## config.mk

```make
export PLATFORM = sky130hd
export DESIGN_NAME = wsh3_modulator
export DESIGN_NICKNAME = d
export VERILOG_FILES = /design/src/rtl/wsh3_pkg.sv /design/src/rtl/wsh3_chip_seq.sv /design/src/rtl/wsh3_code_gen.sv /design/src/rtl/wsh3_summer.sv /design/src/rtl/wsh3_modulator.sv
export SDC_FILE = /design/constraint.sdc
export NUM_CORES = 1
export LEC_CHECK = 0
export BUFFER_PORTS_ARGS = -buffer_cell sky130_fd_sc_hd__buf_2
export CORE_UTILIZATION = 40
export DETAILED_ROUTE_END_ITERATION = 10
export GPL_ROUTABILITY_DRIVEN = 0
export GPL_TIMING_DRIVEN = 0
export PLACE_DENSITY = 0.67
export SLEW_MARGIN = 5
export SYNTH_ARGS = -nofsm -noshare
export SYNTH_HDL_FRONTEND = slang
export SYNTH_SLANG_ARGS = --single-unit
export TNS_END_PERCENT = 50
```

## constraint.sdc

```tcl
create_clock -name clk -period 3.25 [get_ports clk]
set_input_delay 0.325 -clock clk [delete_from_list [all_inputs] [get_ports clk]]
set_output_delay 0.325 -clock clk [all_outputs]
set_load 0.01 [all_outputs]
```

## src/rtl/wsh3_pkg.sv

```systemverilog
package wsh3_pkg;

  localparam int LANES = 2;

  // Walsh chip: parity of the AND of code index and chip index
  function automatic logic walsh_bit(input logic [31:0] code_idx,
                                     input logic [31:0] chip_idx);
    return ^(code_idx & chip_idx);
  endfunction

  // chip bit to antipodal level: 0 -> -1, 1 -> +1
  function automatic logic signed [1:0] chip_level(input logic b);
    return b ? 2'sb01 : 2'sb11;
  endfunction

endpackage

```

## src/rtl/wsh3_chip_seq.sv

```systemverilog
module wsh3_chip_seq #(
  parameter int CHIP_LOG = 4
) (
  input  logic                clk,
  input  logic                rst_n,
  input  logic                take,
  output logic [CHIP_LOG-1:0] cnt,
  output logic                at_last,
  output logic                busy
);
  localparam logic [CHIP_LOG-1:0] LAST = {CHIP_LOG{1'b1}};

  assign at_last = (cnt == LAST);

  always_ff @(posedge clk or negedge rst_n) begin
    if (!rst_n) begin
      cnt  <= '0;
      busy <= 1'b0;
    end else begin
      cnt <= cnt + 1'b1;
      if (at_last) busy <= take;
    end
  end

  AST_READY_WRAP: assert property (@(posedge clk) disable iff (!rst_n)
    at_last |=> (cnt == '0));
  AST_BUSY_HOLD: assert property (@(posedge clk) disable iff (!rst_n)
    !at_last |=> $stable(busy));

endmodule

```

## src/rtl/wsh3_code_gen.sv

```systemverilog
module wsh3_code_gen #(
  parameter int CHIP_LOG = 4
) (
  input  logic [CHIP_LOG-1:0] code_idx,
  input  logic [CHIP_LOG-1:0] chip_idx,
  output logic signed [1:0]   level
);
  always_comb
    level = wsh3_pkg::chip_level(wsh3_pkg::walsh_bit(32'(code_idx), 32'(chip_idx)));
endmodule

```

## src/rtl/wsh3_summer.sv

```systemverilog
module wsh3_summer #(
  parameter int OUT_W = 3
) (
  input  logic                    clk,
  input  logic                    rst_n,
  input  logic                    busy,
  input  logic                    dual,
  input  logic signed [1:0]       lvl_a,
  input  logic signed [1:0]       lvl_b,
  output logic signed [OUT_W-1:0] out
);
  localparam logic signed [OUT_W-1:0] POS2 = OUT_W'(2);
  localparam logic signed [OUT_W-1:0] NEG2 = -OUT_W'(2);
  localparam logic signed [OUT_W-1:0] POS1 = OUT_W'(1);
  localparam logic signed [OUT_W-1:0] NEG1 = -OUT_W'(1);

  logic signed [OUT_W-1:0] ext_a, ext_b;

  always_comb begin
    ext_a = {{(OUT_W-2){lvl_a[1]}}, lvl_a};
    ext_b = dual ? {{(OUT_W-2){lvl_b[1]}}, lvl_b} : '0;
    out   = busy ? (ext_a + ext_b) : '0;
  end

  AST_SINGLE_AMPL: assert property (@(posedge clk) disable iff (!rst_n)
    (busy && !dual) |-> (out == POS1 || out == NEG1));
  AST_DUAL_AMPL: assert property (@(posedge clk) disable iff (!rst_n)
    (busy && dual) |-> (out == POS2 || out == NEG2 || out == '0));

endmodule

```

## src/rtl/wsh3_modulator.sv

```systemverilog
module wsh3_modulator #(
  parameter int SYM_W     = 3,
  parameter int CHIP_LOG  = 4,
  parameter int CODE_BASE = 7
) (
  input  logic             clk,
  input  logic             rst_n,
  input  logic             sym_valid,
  output logic             sym_ready,
  input  logic [SYM_W-1:0] sym_a,
  input  logic [SYM_W-1:0] sym_b,
  input  logic             dual_mode,
  output logic signed [2:0] chip_out,
  output logic             chip_start
);
  localparam int OUT_W = 3;
  localparam int LANES = wsh3_pkg::LANES;

  logic [CHIP_LOG-1:0] cnt;
  logic                at_last, busy, take;
  logic [CHIP_LOG-1:0] idx_q [LANES];
  logic [SYM_W-1:0]    sym_in [LANES];
  logic signed [1:0]   lvl [LANES];
  logic                dual_q;

  assign sym_in[0] = sym_a;
  assign sym_in[1] = sym_b;
  assign sym_ready = at_last;
  assign take      = sym_valid & at_last;

  wsh3_chip_seq #(.CHIP_LOG(CHIP_LOG)) u_seq (
    .clk(clk), .rst_n(rst_n), .take(take),
    .cnt(cnt), .at_last(at_last), .busy(busy)
  );

  always_ff @(posedge clk or negedge rst_n) begin
    if (!rst_n) dual_q <= 1'b0;
    else if (take) dual_q <= dual_mode;
  end

  for (genvar g = 0; g < LANES; g++) begin : g_lane
    always_ff @(posedge clk or negedge rst_n) begin
      if (!rst_n) idx_q[g] <= CHIP_LOG'(CODE_BASE);
      else if (take) idx_q[g] <= CHIP_LOG'(sym_in[g]) + CHIP_LOG'(CODE_BASE);
    end
    wsh3_code_gen #(.CHIP_LOG(CHIP_LOG)) u_code (
      .code_idx(idx_q[g]), .chip_idx(cnt), .level(lvl[g])
    );
  end

  wsh3_summer #(.OUT_W(OUT_W)) u_sum (
    .clk(clk), .rst_n(rst_n), .busy(busy), .dual(dual_q),
    .lvl_a(lvl[0]), .lvl_b(lvl[1]), .out(chip_out)
  );

  assign chip_start = busy && (cnt == '0);

  AST_ACCEPT_STARTS: assert property (@(posedge clk) disable iff (!rst_n)
    (sym_valid && sym_ready) |=> chip_start);
  AST_IDLE_SILENT: assert property (@(posedge clk) disable iff (!rst_n)
    (sym_ready && !sym_valid) |=> (chip_out == '0 && !chip_start));
  AST_PAIR_HELD: assert property (@(posedge clk) disable iff (!rst_n)
    !sym_ready |=> ($stable(idx_q[0]) && $stable(idx_q[1]) && $stable(dual_q)));
  AST_START_FIRST: assert property (@(posedge clk) disable iff (!rst_n)
    chip_start |-> $past(sym_ready));

endmodule

```

==> flow_summary.ini, run 1 <==
[run_status]
status = finished, final reports clean

[sta]
relSlewSlack = 0.788
setup_tns_ps = 0
max_clock_freq_ghz = 0.418
fin_crit_sh = 0.737
grt_setup_unrepaired = no
slew_violations = 0
fin_crit_ps = 2390
tightest_slew_ps = 318
hold_violations = 0
clock-skew-final_ps = 3.63
final-setup-viol-count = 0
setup_ws_ps = 855

[setup_path]
worstSetupPathType = register to primary output
cp.arrival_ps = 2070
startpoint = idx_q[1]
crit_required_ps = 2920
start_kind = register
cp-end-kind = primary output
r2r_slack_ps = 1850
cp_max_fo = 2
reg2reg_depth = 4
rr_startpoint = u_seq.cnt[0]
endpoint = chip_out[1]
r2r_end = dual_q

[floorplanning]
die_y_um = 46.2
die_area_um2 = 2140
core_area_um2 = 1780
io-pin-count = 15
start_util = 0.439
die_w_um = 46.2
row_count = 15

[logic_synthesis]
synth_cell_types = 18
ys_warn_count = 0
synth_top_area_frac = 0.256
synth_area_leaders = dfrtp_1, dfstp_2, nand2_1, xnor2_1, ha_1
synth_top_area_cell = dfrtp_1
ys_ff_latch = 14
syn_nets = 93
netlist_instances = 77
synth_edf_count = 0
synth_area_um2 = 782
synth.most_common_cell = nand2_1
synthArstFlopShare = 1.00
synth_ff_type = dfrtp_1
synthTopCellsByCount = nand2_1, dfrtp_1, inv_1
yosysSeqAreaShare = 0.458
avgSynthCellArea_um2 = 10.2

[pwr]
leakage_nw = 0.463
ir_drop_v = 0.000177
power_density_nw_per_um2 = 404
total_power_mw = 0.376

[cts]
clockRootBuffer = clkbuf_4
postCtsSetupRepairBufs = 0
hold_buffers = 1
numCtsBuffers = 3
insertion_delay_ps = 280
cts_sinks = 14
ctsResizeCount = 0
htree_levels = 1
cts.path.max_buffers = 2
cts_tree = done
path_clk_slew_ps = 90

[route]
wl_per_cell_um = 10.8
final_antenna_net_count = 0
drc_errors = 0
vias = 550
drt-initial-drc-count = 1
drt-total-wl_mm = 1.31
routed_via_density = 4.55
drtPass1Iterations = 3

[layout]
finalNetCount = 113
diodes = 0
multi_input_area_um2 = 383
final_area_um2 = 930
n_fill_cell = 178
stdcell_count = 121
drive_gt1_frac = 0.333
seqCellArea_um2 = 358
syn2layout_area_growth_pct = 18.9

[placement]
numPortBuffers = 14
dp.cells = 116
placed_area_um2 = 883
pre_cts_slack_ps = 1130
place_hpwl_mm = 1.02

[global_route]
grt.overflow.total = 0
grt.total_usage = 0.155
grt_pass1_wl_mm = 2.24
grt_start_max_net_pins = 15
antenna_found_initial = 0
grt_pass1_vias = 506

[hold_path]
worstHoldPathType = input pin to register

[job]
cap_viol_max_count = 0
-- cell usage in the layout (no fill, tap or decap), drive strengths merged --
master	count
nand3	1
dfstp	6
xor2	3
nand2	19
xnor2	7
dlygate4sd3	1
dfrtp	8
nor2	2
clkbuf	4
fa	2
nor3	3
and3	1
o21ai	9
and2	2
mux2	1
buf	15
inv	8
ha	4
-- worst max-delay path, stage by stage (launching register included) --
cell and delay [ps]:
dfstp_2 530, nand2_1 60, xnor2_1 190, xnor2_1 160, and2_1 170, fa_1 410, and2_1 140, buf_2 130
-- area by class of cell --
| cell class | instances | share of cell area |
|---|---|---|
| multi-input combinational | 54 | 0.412 |
| tap | 25 | 0.0336 |
| clock buffer | 4 | 0.0390 |
| sequential | 14 | 0.385 |
| timing repair buffer | 15 | 0.0861 |
| inverter | 8 | 0.0323 |
| buffer | 1 | 0.0121 |
-- layer usage --
layer	share of wire	global-route usage
met1	0.44	0.179
met4	0	0.0706
met5	0	0
met3	0.037	0.0471
met2	0.52	0.262
-- cells by family (layout without fill, tap and decap cells) --
kind of cell               count (synthesis)  count (layout)  share of synthesized area
AOI/OAI and AO/OA                          9               9                     0.0768
adders and majority gates                  6               6                      0.115
and+or+nand+nor                           28              28                      0.166
muxes                                      1               1                     0.0192
xor gates and xnor gates                  10              10                      0.112
buffers and inverters                      9              28                     0.0528
DFF                                       14              14                      0.458
-- how the worst min path moves through the flow --
stage,from,endpoint,slack (ps),cells after the start
floorplan,rst_n,dual_q,30,0
global placement,rst_n,u_seq.cnt[1],230,1
detailed placement,rst_n,u_seq.cnt[1],240,1
CTS,sym_b[0],idx_q[0],190,2
global route,sym_a[0],idx_q[4],190,2
finish,sym_b[0],idx_q[0],200,2
-- through the flow --
stage	hold WS, ps	utilization
floorplan	29.4	-
global placement	233	0.495
detailed placement	238	0.495
CTS	191	0.521
global route	191	0.521
finish	200	0.521
-- state kept, by name, indices dropped and copies added (netlist names) --
register	count
u_seq.cnt	4
dual_q	1
u_seq.busy	1
idx_q	8
-- power by group --
part	switching (mW)	internal, mW	leakage (nW)	total [mW]
clock network	0.0577	0.0681	0.0210	0.126
logic	0.0260	0.0244	0.282	0.0503
registers	0.00804	0.192	0.161	0.200
total	0.0918	0.284	0.463	0.376
(Power assumes the default switching activity.)
==> inputs of run 2 (changes only) <==
- PLACE_DENSITY: 0.67 -> 0.69
- clock period: 3.25 -> 1.93 ns (I/O delays scaled with it)
==> run 2 against run 1 <==
  * First-iteration DRC count grew to 3.0 times the previous value
  * Utilization is 0.56 points lower
  * Non-clock buffer count stayed put
  * Clock power is 39% higher
  * The flow now finishes with violations (setup timing)
  * Cell count stayed put
  * Worst hold slack worse by 130 ps
  * Die area stayed put
  * Critical endpoint unchanged
  * Highest routed layer is now met4
  * Critical path type unchanged
  * Critical path depth stayed put
  * Clock skew is 1.5 ps lower
  * Sequential power is 69% higher
==> flow_summary.ini, run 2 (synthesis results as in run 1) <==
[run_status]
status = finished, violations left
violations = setup timing

[setup_path]
start_kind = register
crit_required_ps = 1740
r2r_slack_ps = 510
crit_buf_inv = 1
cp-end-kind = primary output
worstSetupPathType = register to primary output
cp.arrival_ps = 2090
cp_max_fo = 2
cp_top_family = flip-flops
cp_cell_sequence = nand2_1, xnor2_1, xnor2_1, and2_1, fa_1, and2_1, buf_2
rr_startpoint = u_seq.cnt[0]
slowest_stage = dfstp_2
critical-path-max-stage-delay_ps = 540
r2r_end = dual_q
reg2reg_depth = 4

[sta]
grt_setup_unrepaired = yes
hold_violations = 0
final-setup-viol-count = 2
setup_ws_ps = -352
slew_violations = 0
max_clock_freq_ghz = 0.438
tightest_slew_ps = 301
relSlewSlack = 0.799
hold_slack_ps = 67.2
clock-skew-final_ps = 2.10
fin_crit_ps = 2280
fin_crit_sh = 1.18

[placement]
placed_area_um2 = 883
dp.cells = 116
place_hpwl_mm = 1.02
numPortBuffers = 14
pre_cts_slack_ps = -54.0

[global_route]
grt.total_usage = 0.166
grt_pass1_wl_mm = 2.29
grt_start_max_net_pins = 15
grt.overflow.total = 0
grt_pass1_vias = 529
antenna_found_initial = 0

[pwr]
total_power_mw = 0.595
power_density_nw_per_um2 = 647
leakage_nw = 0.457
ir_drop_v = 0.000355

[route]
drc_errors = 0
wl_per_cell_um = 11.0
drt-initial-drc-count = 3
final_antenna_net_count = 0
routed_via_density = 4.64
drtPass1Iterations = 4
drt-total-wl_mm = 1.34
vias = 561

[floorplanning]
die_w_um = 46.2
core_area_um2 = 1780
die_y_um = 46.2
row_count = 15
start_util = 0.439
io-pin-count = 15
die_area_um2 = 2140

[layout]
finalNetCount = 113
final_area_um2 = 920
drive_gt1_frac = 0.323
largest-register = idx_q
mostFrequentLayoutCell = nand2_1
diodes = 0
largest_registers = idx_q (8), u_seq.cnt (4)
final_cell_mix = nand2_1, buf_2, inv_1, dfrtp_1, xnor2_1
syn2layout_area_growth_pct = 17.6
largest_register_ffs = 8
stdcell_count = 121

[hold_path]
min_path_cells = 2
hold_end = idx_q[0]
worstHoldPathType = input pin to register
hp-start = sym_b[0]

[cts]
cts_tree = done
htree_levels = 1
numCtsBuffers = 3
insertion_delay_ps = 280
cts_sinks = 14
cts.path.max_buffers = 2
clockRootBuffer = clkbuf_4
path_clk_slew_ps = 80

[job]
cap_viol_max_count = 0
run 2: cell types whose count changed in the layout (fill, tap and decap cells not counted):
cell,previous run,this run
clkbuf_8,1,0
clkbuf_1,0,1
run 2: timing repair:
| action | CTS | global route |
|---|---|---|
| setup endpoints to repair | 2 | 2 |
| gates cloned | 0 | 0 |
| gates resized for setup | 0 | 0 |
| hold endpoints to repair | 8 | 0 |
| pin swaps | 3 | 1 |
| hold buffers | 1 | 0 |
| setup buffers | 0 | 0 |
run 2: power by group:
part	switching (mW)	total (mW)	internal (mW)
clock	0.0943	0.175	0.0803
sequential	0.0139	0.337	0.323
combinational	0.0436	0.0841	0.0405
run 2: per-layer routing:
| layer | routed length (µm) | part of all wire | track usage | vias to the layer above |
|---|---|---|---|---|
| li1 | - | - | - | 280 |
| met1 | 541 | 0.40 | 0.180 | 266 |
| met2 | 710 | 0.53 | 0.273 | 11 |
| met3 | 37 | 0.028 | 0.0235 | 4 |
| met4 | 47 | 0.035 | 0.159 | 0 |
| met5 | 0 | 0 | 0 | - |
run 2: per-stage QoR:
step                setup TNS, ps   util
floorplan                       0      -
global placement            -17.0  0.495
detailed placement          -54.0  0.495
CTS                          -651  0.516
global route                 -830  0.516
finish                       -610  0.516
run 2: layout make-up:
cell class              count  area, µm²
clock buffers               4       26.3
inverters                   8       30.0
flip-flops and latches     14        358
plain buffers               1       11.3
multi-input cells          54        383
repair buffers             15       80.1
well taps                  25       31.3
fillers                   179        863
run 2: how the worst max path moves through the flow:
stage / start / end / slack, ps / cells after the start
after floorplan: idx_q[1] / chip_out[1] / 130 / 6
after global placement: idx_q[1] / chip_out[1] / -20 / 7
after detailed placement: idx_q[2] / chip_out[1] / -50 / 7
after CTS: idx_q[0] / chip_out[1] / -370 / 7
after global routing: idx_q[0] / chip_out[1] / -460 / 7
final: idx_q[1] / chip_out[1] / -350 / 7
